$ cat config.mk
export PLATFORM = sky130hd
export DESIGN_NAME = sbseq_top
export DESIGN_NICKNAME = d
export VERILOG_FILES = /design/src/rtl/sbseq_pkg.sv /design/src/rtl/sbseq_cmd_store.sv /design/src/rtl/sbseq_engine.sv /design/src/rtl/sbseq_bus.sv /design/src/rtl/sbseq_status.sv /design/src/rtl/sbseq_top.sv
export SDC_FILE = /design/constraint.sdc
export NUM_CORES = 1
export LEC_CHECK = 0
export CORE_MARGIN = 2
export CORE_UTILIZATION = 56
export CTS_CLUSTER_DIAMETER = 120
export DETAILED_ROUTE_END_ITERATION = 12
export DONT_BUFFER_PORTS = 1
export GPL_TIMING_DRIVEN = 0
export PLACE_DENSITY_LB_ADDON = 0.1
export SYNTH_ARGS = -nofsm -noshare
export SYNTH_HDL_FRONTEND = slang
export SYNTH_HIERARCHICAL = 1
export SYNTH_SLANG_ARGS = --single-unit
$ cat constraint.sdc
create_clock -name clk -period 4.3 [get_ports clk]
set_input_delay 0.645 -clock clk [delete_from_list [all_inputs] [get_ports clk]]
set_output_delay 0.645 -clock clk [all_outputs]
set_load 0.005 [all_outputs]
$ cat src/rtl/sbseq_pkg.sv
package sbseq_pkg;

  typedef enum logic [1:0] {
    OP_STAT  = 2'b00,
    OP_FLOW  = 2'b01,
    OP_WRITE = 2'b10,
    OP_READ  = 2'b11
  } sb_op_e;

  typedef enum logic [1:0] {
    PH_ADDR = 2'd0,
    PH_TURN = 2'd1,
    PH_DATA = 2'd2,
    PH_IDLE = 2'd3
  } sb_phase_e;

  localparam int CTL_ALE = 0;
  localparam int CTL_RD  = 1;
  localparam int CTL_WR  = 2;
  localparam int CTL_FC  = 3;
  localparam int CTL_FRM = 4;
  localparam int CTL_W   = 5;

  function automatic logic op_drives(sb_op_e op);
    return (op == OP_FLOW) || (op == OP_WRITE);
  endfunction

  function automatic int unsigned clamp_count(int unsigned req, int unsigned lim);
    if (req == 0) return 1;
    if (req > lim) return lim;
    return req;
  endfunction

  function automatic int unsigned next_slot(int unsigned cur, int unsigned cnt);
    return (cur + 1 >= cnt) ? 0 : cur + 1;
  endfunction

endpackage

$ cat src/rtl/sbseq_cmd_store.sv
module sbseq_cmd_store import sbseq_pkg::*; #(
  parameter int N_SLOTS = 12,
  parameter int ADDR_W  = 4,
  parameter int WORD_W  = 13,
  parameter int SLOT_W  = 4,
  parameter int CNT_W   = 4
) (
  input  logic              clk,
  input  logic              rst_n,
  input  logic              wr_en,
  input  logic [ADDR_W-1:0] wr_addr,
  input  logic [WORD_W-1:0] wr_data,
  input  logic [SLOT_W-1:0] slot,
  output logic [WORD_W-1:0] cmd_word,
  output logic [CNT_W-1:0]  count,
  output logic              run,
  output logic              tab_we,
  output logic              cnt_we
);

  localparam logic [ADDR_W-1:0] CNT_ADDR = ADDR_W'(N_SLOTS);
  localparam logic [ADDR_W-1:0] CTL_ADDR = ADDR_W'(N_SLOTS + 1);

  logic [WORD_W-1:0] tab [N_SLOTS];

  assign tab_we = wr_en && !run && (wr_addr < CNT_ADDR);
  assign cnt_we = wr_en && !run && (wr_addr == CNT_ADDR);

  always_ff @(posedge clk) begin
    if (!rst_n) begin
      for (int i = 0; i < N_SLOTS; i++) tab[i] <= '0;
    end else if (tab_we) begin
      tab[wr_addr] <= wr_data;
    end
  end

  always_ff @(posedge clk) begin
    if (!rst_n) begin
      count <= CNT_W'(N_SLOTS);
      run   <= 1'b0;
    end else begin
      if (cnt_we) count <= CNT_W'(clamp_count(32'(wr_data), N_SLOTS));
      if (wr_en && wr_addr == CTL_ADDR) run <= wr_data[0];
    end
  end

  assign cmd_word = tab[slot];

endmodule

$ cat src/rtl/sbseq_engine.sv
module sbseq_engine import sbseq_pkg::*; #(
  parameter int SLOT_W = 4,
  parameter int CNT_W  = 4
) (
  input  logic              clk,
  input  logic              rst_n,
  input  logic              run,
  input  logic [CNT_W-1:0]  count,
  input  sb_op_e            op,
  output logic [SLOT_W-1:0] slot,
  output sb_phase_e         phase,
  output logic              cap_stb,
  output logic              cmd_end
);

  assign cmd_end = run && (phase == PH_IDLE);
  assign cap_stb = run && (phase == PH_DATA) && !op_drives(op);

  always_ff @(posedge clk) begin
    if (!rst_n || !run) begin
      slot  <= '0;
      phase <= PH_ADDR;
    end else begin
      phase <= sb_phase_e'(2'(phase + 2'd1));
      if (cmd_end) slot <= SLOT_W'(next_slot(32'(slot), 32'(count)));
    end
  end

endmodule

$ cat src/rtl/sbseq_bus.sv
module sbseq_bus import sbseq_pkg::*; #(
  parameter int DEV_W = 3,
  parameter int DAT_W = 8
) (
  input  logic             run,
  input  sb_phase_e        phase,
  input  sb_op_e           op,
  input  logic [DEV_W-1:0] dev,
  input  logic [DAT_W-1:0] fld,
  output logic [DAT_W-1:0] sb_dout,
  output logic             sb_oe,
  output logic [CTL_W-1:0] sb_ctl
);

  localparam int PAD = DAT_W - 2 - DEV_W;

  always_comb begin
    sb_dout = '0;
    sb_oe   = 1'b0;
    sb_ctl  = '0;
    if (run) begin
      unique case (phase)
        PH_ADDR: begin
          sb_oe           = 1'b1;
          sb_dout         = {op, dev, {PAD{1'b0}}};
          sb_ctl[CTL_ALE] = 1'b1;
          sb_ctl[CTL_FRM] = 1'b1;
        end
        PH_TURN: sb_ctl[CTL_FRM] = 1'b1;
        PH_DATA: begin
          sb_ctl[CTL_FRM] = 1'b1;
          if (op_drives(op)) begin
            sb_oe          = 1'b1;
            sb_dout        = fld;
            sb_ctl[CTL_WR] = 1'b1;
            sb_ctl[CTL_FC] = (op == OP_FLOW);
          end else begin
            sb_ctl[CTL_RD] = 1'b1;
          end
        end
        default: ;
      endcase
    end
  end

endmodule

$ cat src/rtl/sbseq_status.sv
module sbseq_status import sbseq_pkg::*; #(
  parameter int DEV_W = 3,
  parameter int DAT_W = 8
) (
  input  logic             clk,
  input  logic             rst_n,
  input  logic             cap_stb,
  input  sb_op_e           op,
  input  logic [DEV_W-1:0] dev,
  input  logic [DAT_W-1:0] sb_din,
  input  logic [DEV_W-1:0] rd_dev,
  output logic [DAT_W-1:0] rd_status,
  output logic             rd_valid,
  output logic [DAT_W-1:0] rd_last
);

  localparam int N_DEV = 1 << DEV_W;

  logic [DAT_W-1:0] stat [N_DEV];
  logic [N_DEV-1:0] vld;

  always_ff @(posedge clk) begin
    if (!rst_n) begin
      for (int d = 0; d < N_DEV; d++) stat[d] <= '0;
      vld     <= '0;
      rd_last <= '0;
    end else if (cap_stb) begin
      if (op == OP_STAT) begin
        stat[dev] <= sb_din;
        vld[dev]  <= 1'b1;
      end else begin
        rd_last <= sb_din;
      end
    end
  end

  assign rd_status = stat[rd_dev];
  assign rd_valid  = vld[rd_dev];

endmodule

$ cat src/rtl/sbseq_top.sv
module sbseq_top import sbseq_pkg::*; #(
  parameter int N_SLOTS = 12,
  parameter int DEV_W   = 3,
  parameter int DAT_W   = 8,
  localparam int ADDR_W = $clog2(N_SLOTS + 2),
  localparam int WORD_W = 2 + DEV_W + DAT_W
) (
  input  logic              clk,
  input  logic              rst_n,
  input  logic              wr_en,
  input  logic [ADDR_W-1:0] wr_addr,
  input  logic [WORD_W-1:0] wr_data,
  input  logic [DAT_W-1:0]  sb_din,
  output logic [DAT_W-1:0]  sb_dout,
  output logic              sb_oe,
  output logic [4:0]        sb_ctl,
  input  logic [DEV_W-1:0]  rd_dev,
  output logic [DAT_W-1:0]  rd_status,
  output logic              rd_valid,
  output logic [DAT_W-1:0]  rd_last
);

  localparam int SLOT_W = $clog2(N_SLOTS);
  localparam int CNT_W  = $clog2(N_SLOTS + 1);

  logic [WORD_W-1:0] cmd_word;
  logic [CNT_W-1:0]  count;
  logic              run;
  logic              tab_we;
  logic              cnt_we;
  logic [SLOT_W-1:0] slot;
  sb_phase_e         phase;
  logic              cap_stb;
  logic              cmd_end;
  sb_op_e            op;
  logic [DEV_W-1:0]  dev;
  logic [DAT_W-1:0]  fld;

  assign op  = sb_op_e'(cmd_word[WORD_W-1 -: 2]);
  assign dev = cmd_word[DAT_W +: DEV_W];
  assign fld = cmd_word[DAT_W-1:0];

  sbseq_cmd_store #(
    .N_SLOTS(N_SLOTS), .ADDR_W(ADDR_W), .WORD_W(WORD_W),
    .SLOT_W(SLOT_W), .CNT_W(CNT_W)
  ) i_store (
    .clk(clk), .rst_n(rst_n), .wr_en(wr_en), .wr_addr(wr_addr),
    .wr_data(wr_data), .slot(slot), .cmd_word(cmd_word),
    .count(count), .run(run), .tab_we(tab_we), .cnt_we(cnt_we)
  );

  sbseq_engine #(.SLOT_W(SLOT_W), .CNT_W(CNT_W)) i_engine (
    .clk(clk), .rst_n(rst_n), .run(run), .count(count), .op(op),
    .slot(slot), .phase(phase), .cap_stb(cap_stb), .cmd_end(cmd_end)
  );

  sbseq_bus #(.DEV_W(DEV_W), .DAT_W(DAT_W)) i_bus (
    .run(run), .phase(phase), .op(op), .dev(dev), .fld(fld),
    .sb_dout(sb_dout), .sb_oe(sb_oe), .sb_ctl(sb_ctl)
  );

  sbseq_status #(.DEV_W(DEV_W), .DAT_W(DAT_W)) i_status (
    .clk(clk), .rst_n(rst_n), .cap_stb(cap_stb), .op(op), .dev(dev),
    .sb_din(sb_din), .rd_dev(rd_dev), .rd_status(rd_status),
    .rd_valid(rd_valid), .rd_last(rd_last)
  );

endmodule

==> results of run 1 <==
power groups by stage:
stage                     registers [uW]  logic, uW  clock network [uW]
after floorplan                     3400        208                   0
after CTS                           3360        305                2630
after global placement              3410        288                   0
after global routing                3370        327                2730
final                               3360        308                2590
after detailed placement            3420        303                   0
layer usage:
layer  GRT usage [%]  up-vias  wire length (microns)
met5               0        -                      0
met4            9.30        0                   1200
met3            4.74       64                   2560
met2            43.6      329                  16200
met1            34.5     3914                  12500
li1                -     3490                      -
layout make-up:
cell class	count	area [sq um]
sequential	299	8710
fill	1772	8350
multi-input combinational	591	4690
clock buffer	37	798
tap	319	399
buffer	48	330
clock inverter	16	171
timing repair buffer	11	120
inverter	12	45.0
final timing paths:
kind	startpoint	to	depth (start not counted)
min	wr_data[3]	i_store/tab[13][3]$_DFFE_PP_	0
max reg2reg	i_engine/slot[0]$_SDFFE_PP0P_	i_status/stat[4][3]$_SDFFCE_PN0P_	11
min reg2reg	i_status/vld[5]$_SDFFE_PN0N_	i_status/vld[5]$_SDFFE_PN0N_	1
max	i_engine/slot[0]$_SDFFE_PP0P_	sb_dout[2]	8
critical path, stage by stage (launching register included):
cell      delay [ps]
dfxtp_1          440
clkbuf_4         300
buf_6            220
mux4_2           590
a22oi_1          170
nand2_1          230
ha_2             450
and4bb_2         280
and2_2           200
state kept, by name, indices dropped and copies added (netlist names):
register,flops
i_engine/phase,2
i_engine/slot,4
i_status/rd_last,8
i_status/stat,64
i_status/vld,8
i_store/count,4
i_store/run,1
i_store/tab,208
timing repair:
item | CTS | global route
pin swaps | 0 | 1
endpoints found under the setup margin | 63 | 64
resized for setup | 3 | 14
setup buffers | 0 | 3
stage by stage:
step / hold WS (ps) / TNS [ps] / area (sq um)
after global placement: 426 / -5970 / 14100
final: 192 / 0 / 15300
after CTS: 172 / 0 / 15200
after detailed placement: 441 / -6730 / 14200
after floorplan: 418 / 0 / 13700
after global routing: 173 / 0 / 15300
==> results by group, run 1 <==
Outcome
  • Status: complete, no violations

STA
  • Fin worst setup slack: around 190 ps
  • Post-route minimum period: 4110 ps
  • Fmax: 0.244 GHz
  • RSZ-0062 raised after global routing: no
  • Final setup viols: 0
  • Worst Clk Skew: 8.40 ps
  • Rel. slew slack: about two fifths
  • Final Hold Fails: 0
  • Period utilization: roughly 95%
  • Slew Limit Fails: 0
  • Actual slew at the worst max-slew pin: around 900 ps

Power and ir drop
  • Sw Ratio: 20.4%
  • Comb pwr share: 4.9%
  • Total power: 6250 uW
  • Share of total power in the clock network: 41.4%
  • Cell-internal power: roughly 5000 uW
  • Power Dens Cells: just over 400 mW/mm^2
  • Sw power: ~1300 uW
  • Sequential Power Share: around 54%
  • Max IR drop VDD: 0.000306 V
  • Leakage Power: 0.00547 uW

Clocking
  • Clock root buffer: clkbuf_16
  • Clk Latency, worst-skew pair: around 550 ps
  • CTS Buf Count: 30
  • Clk slew on worst S/H paths: about 60 ps
  • CTS Hold Bufs: 0
  • CTS Buffer Depth: 3
  • CTS H-tree lvls: 1
  • CTS tree: done
  • CTS sink cnt: 299

Routing
  • Wire per inst: 24.3 microns
  • Via count: roughly 7,800
  • Total wire length: ~32,000 microns
  • Routed Antenna Nets: 0
  • TritonRoute pass-1 iters: 5
  • Iter 0 DRT Violations: 829
  • Vias/cell: about 6
  • DRC: 0

Synth
  • Cell Area, Synth: approximately 0.014 sq mm
  • Syn. warnings: 6
  • Synth Instances: 899
  • Avg Cell Area, Syn: between 15 and 20 sq um

Layout
  • Layout net count: 1,032
  • Post-route insts no fill: roughly 1,300
  • Commonest non-fill, non-tap cell in the layout: edfxtp_1
  • Share of cells above drive strength 1: 18.8%
  • Finished Core Util: between 60% and 70%
  • Number of diodes: 0
  • Most frequent cells in the layout: edfxtp_1 (272), nor2_1 (129), and2_1 (104), nand2_1 (66), mux4_2 (61)
  • Area grow syn2layout: 12.8%

Worst setup path
  • Crit end category: output port
  • Crit start category: flip-flop
  • Critical path required time: around 3700 ps
  • CP Max Fanout: 10
  • Crit path DAT: 3460 ps
  • Crit Path Class: flip-flop to output port
  • R2R setup slack: slightly above 300 ps

Die
  • Chip height: around 160 microns
  • Die area: about 0.025 sq mm
  • Site Rows: between 50 and 60
  • CORE AREA: 0.0236 sq mm
  • Die Wd: approximately 160 microns
  • Initial Utilization: a little under three fifths
  • I/O Pins: 62

GRT
  • Initial antenna violation count: 0
  • Largest net degree at the start of global routing: 15
  • Overflow after GRT: 0
  • Vias in the first global route: roughly 8,000
  • Total global-route track usage: about 26%
  • First-pass GRT wire length: slightly below 50,000 microns

Placed design
  • Pre-CTS WS: -174 ps
  • Placed cells: roughly 1,300
  • Post-DP HPWL: roughly 23,000 microns
  • PortBufs: 0
  • Final GP Congestion: around 0.85

Min path
  • Hold crit path type: primary input to flip-flop

Flow run
  • Max cap viols: 0
Note: power is estimated with default switching activity, not from simulation.
==> run 2: changes to the inputs <==
--- a/config.mk
+++ b/config.mk
@@ -5,12 +5,11 @@
 export SDC_FILE = /design/constraint.sdc
 export NUM_CORES = 1
 export LEC_CHECK = 0
+export BUFFER_PORTS_ARGS = -buffer_cell sky130_fd_sc_hd__buf_2
 export CORE_MARGIN = 2
 export CORE_UTILIZATION = 56
 export CTS_CLUSTER_DIAMETER = 120
 export DETAILED_ROUTE_END_ITERATION = 12
-export DONT_BUFFER_PORTS = 1
-export GPL_TIMING_DRIVEN = 0
 export PLACE_DENSITY_LB_ADDON = 0.1
 export SYNTH_ARGS = -nofsm -noshare
 export SYNTH_HDL_FRONTEND = slang
==> run 2 against run 1 <==
Via count is 0.87% higher. Worst setup slack better by 140 ps. Critical path depth is 1 lower. Hold slack better by 240 ps. Flip-flop and latch count stayed put. Clock power is 4% lower. Fmax is 3.6% higher. Sequential share of layout area is 0.18 points lower. Critical path type unchanged. Die area stayed put. Clock skew is 1.8 ps lower.
==> results by group, run 2 (synthesis results as in run 1) <==
Die
  • Chip height: roughly 160 microns
  • I/O Pins: 62
  • Initial Utilization: a little under three fifths
  • Site Rows: 56
  • CORE AREA: 0.0236 sq mm
  • Die area: ~0.025 sq mm
  • Die Wd: ~160 microns

GRT
  • Vias in the first global route: slightly above 8,000
  • Largest net degree at the start of global routing: 37
  • Overflow after GRT: 0
  • First-pass GRT wire length: a little under 50,000 microns
  • Initial antenna violation count: 0
  • Total global-route track usage: ~26%

Placed design
  • Pre-CTS WS: approximately 600 ps
  • Post-DP HPWL: between 20,000 and 25,000 microns
  • PortBufs: between 60 and 70
  • Final GP Congestion: 0.831
  • Placement Cell Area: ~0.014 sq mm

Worst setup path
  • Crit Path Class: flip-flop to output port
  • Critical-path top delay cell: dfxtp_4
  • Worst path cell trace: mux4_2 > a22oi_1 > nand2_1 > ha_1 > nand3b_1 > a21oi_1 > buf_2
  • Crit start category: flip-flop
  • Crit path DAT: between 3000 and 4000 ps
  • Slowest Stage Delay on Critical Path: 650 ps
  • CP Max Fanout: 22
  • Critical path required time: 3650 ps
  • Crit end category: output port
  • R2R setup slack: 590 ps

Clocking
  • CTS sink cnt: roughly 300
  • CTS H-tree lvls: 1
  • CTS Hold Bufs: 0
  • CTS Buf Count: 31
  • Clk Latency, worst-skew pair: around 550 ps
  • Clock root buffer: clkbuf_16
  • CTS tree: done
  • CTS Buffer Depth: 3
  • Setup Buffers After CTS: 0
  • Clk slew on worst S/H paths: 60 ps
  • CTS resizes: 0

Routing
  • Wire per inst: around 23 microns
  • DRC: 0
  • Total wire length: 31,900 microns
  • Iter 0 DRT Violations: between 700 and 800
  • Vias/cell: around 5.7
  • Via count: between 7,000 and 8,000
  • TritonRoute pass-1 iters: 5
  • Routed Antenna Nets: 0

STA
  • RSZ-0062 raised after global routing: no
  • Period utilization: approximately 92%
  • Final Hold Fails: 0
  • Post-route minimum period: about 4000 ps
  • Worst Clk Skew: 6.57 ps
  • Fin worst setup slack: approximately 340 ps
  • Final setup viols: 0
  • Setup TNS: 0 ps
  • Slew Limit Fails: 0
  • Actual slew at the worst max-slew pin: around 840 ps
  • Fmax: between 0.2 and 0.3 GHz
  • Min Hold Slack: 435 ps
  • Rel. slew slack: 44.2%

Layout
  • Layout net count: approximately 1,100
  • Top flop regs: i_store/tab: 208 flops, i_status/stat: 64 flops
  • Final instance area: roughly 0.015 sq mm
  • Share of cells above drive strength 1: 23.0%
  • Area grow syn2layout: 13.3%
  • Finished Core Util: 64.9%
  • Top reg by flops: i_store/tab
  • Max FFs per register: approximately 210
  • Commonest non-fill, non-tap cell in the layout: edfxtp_1
  • Number of diodes: 0
  • Most frequent cells in the layout: edfxtp_1 (272), nor2_1 (129), and2_1 (104), nand2_1 (66)

Power and ir drop
  • Power Dens Cells: 404 mW/mm^2
  • Leakage Power: 0.00564 uW
  • Max IR drop VDD: 0.000337 V

Min path
  • Hold crit path type: primary input to flip-flop

Flow run
  • Max cap viols: 0

Outcome
  • Status: complete, no violations
run 2: worst max-delay path, delay by kind of cell, from the launching register on:
| kind | cells | cell delay (ps) |
|---|---|---|
| multiplexers | 1 | 560 |
| flip-flops | 1 | 650 |
| AND/OR/NAND/NOR | 2 | 420 |
| buffers and inverters | 1 | 180 |
| adder cells (fa/ha/maj) | 1 | 460 |
| AO/OA/AOI/OAI | 2 | 490 |
run 2: area by class of cell:
cell class | count | area, sq um
fill | 1751 | 8290
clock buffer | 42 | 890
sequential | 299 | 8710
multi-input combinational | 591 | 4650
inverter | 12 | 45.0
clock inverter | 10 | 51.3
tap | 319 | 399
timing repair buffer | 95 | 573
run 2: layer usage:
layer,part of all wire (%),vias up,global-route usage [%]
met5,0,-,0
met4,3.5,0,8.60
met3,6.7,72,3.57
met2,50,314,44.8
met1,39,3919,33.4
li1,-,3560,-
run 2: where the power goes:
group | switching, uW | internal [uW]
registers | 43.1 | 3320
logic | 222 | 125
clock network | 1060 | 1430
run 2: metrics by stage:
| step | total power (uW) | cells |
|---|---|---|
| finish | 6190 | 1368 |
| global route | 6370 | 1368 |
| floorplan | 3610 | 950 |
| detailed placement | 3770 | 1316 |
| CTS | 6230 | 1368 |
| global placement | 3760 | 1316 |
run 2: worst paths after layout:
path,from,cells after the start,to
hold reg to reg,i_status/vld[7]$_SDFFE_PN0N_,1,i_status/vld[7]$_SDFFE_PN0N_
setup reg to reg,i_engine/slot[0]$_SDFFE_PP0P_,9,i_status/stat[5][7]$_SDFFCE_PN0P_
setup / recovery,i_engine/slot[0]$_SDFFE_PP0P_,7,sb_dout[4]
hold / removal,wr_data[6],1,i_store/tab[14][6]$_DFFE_PP_
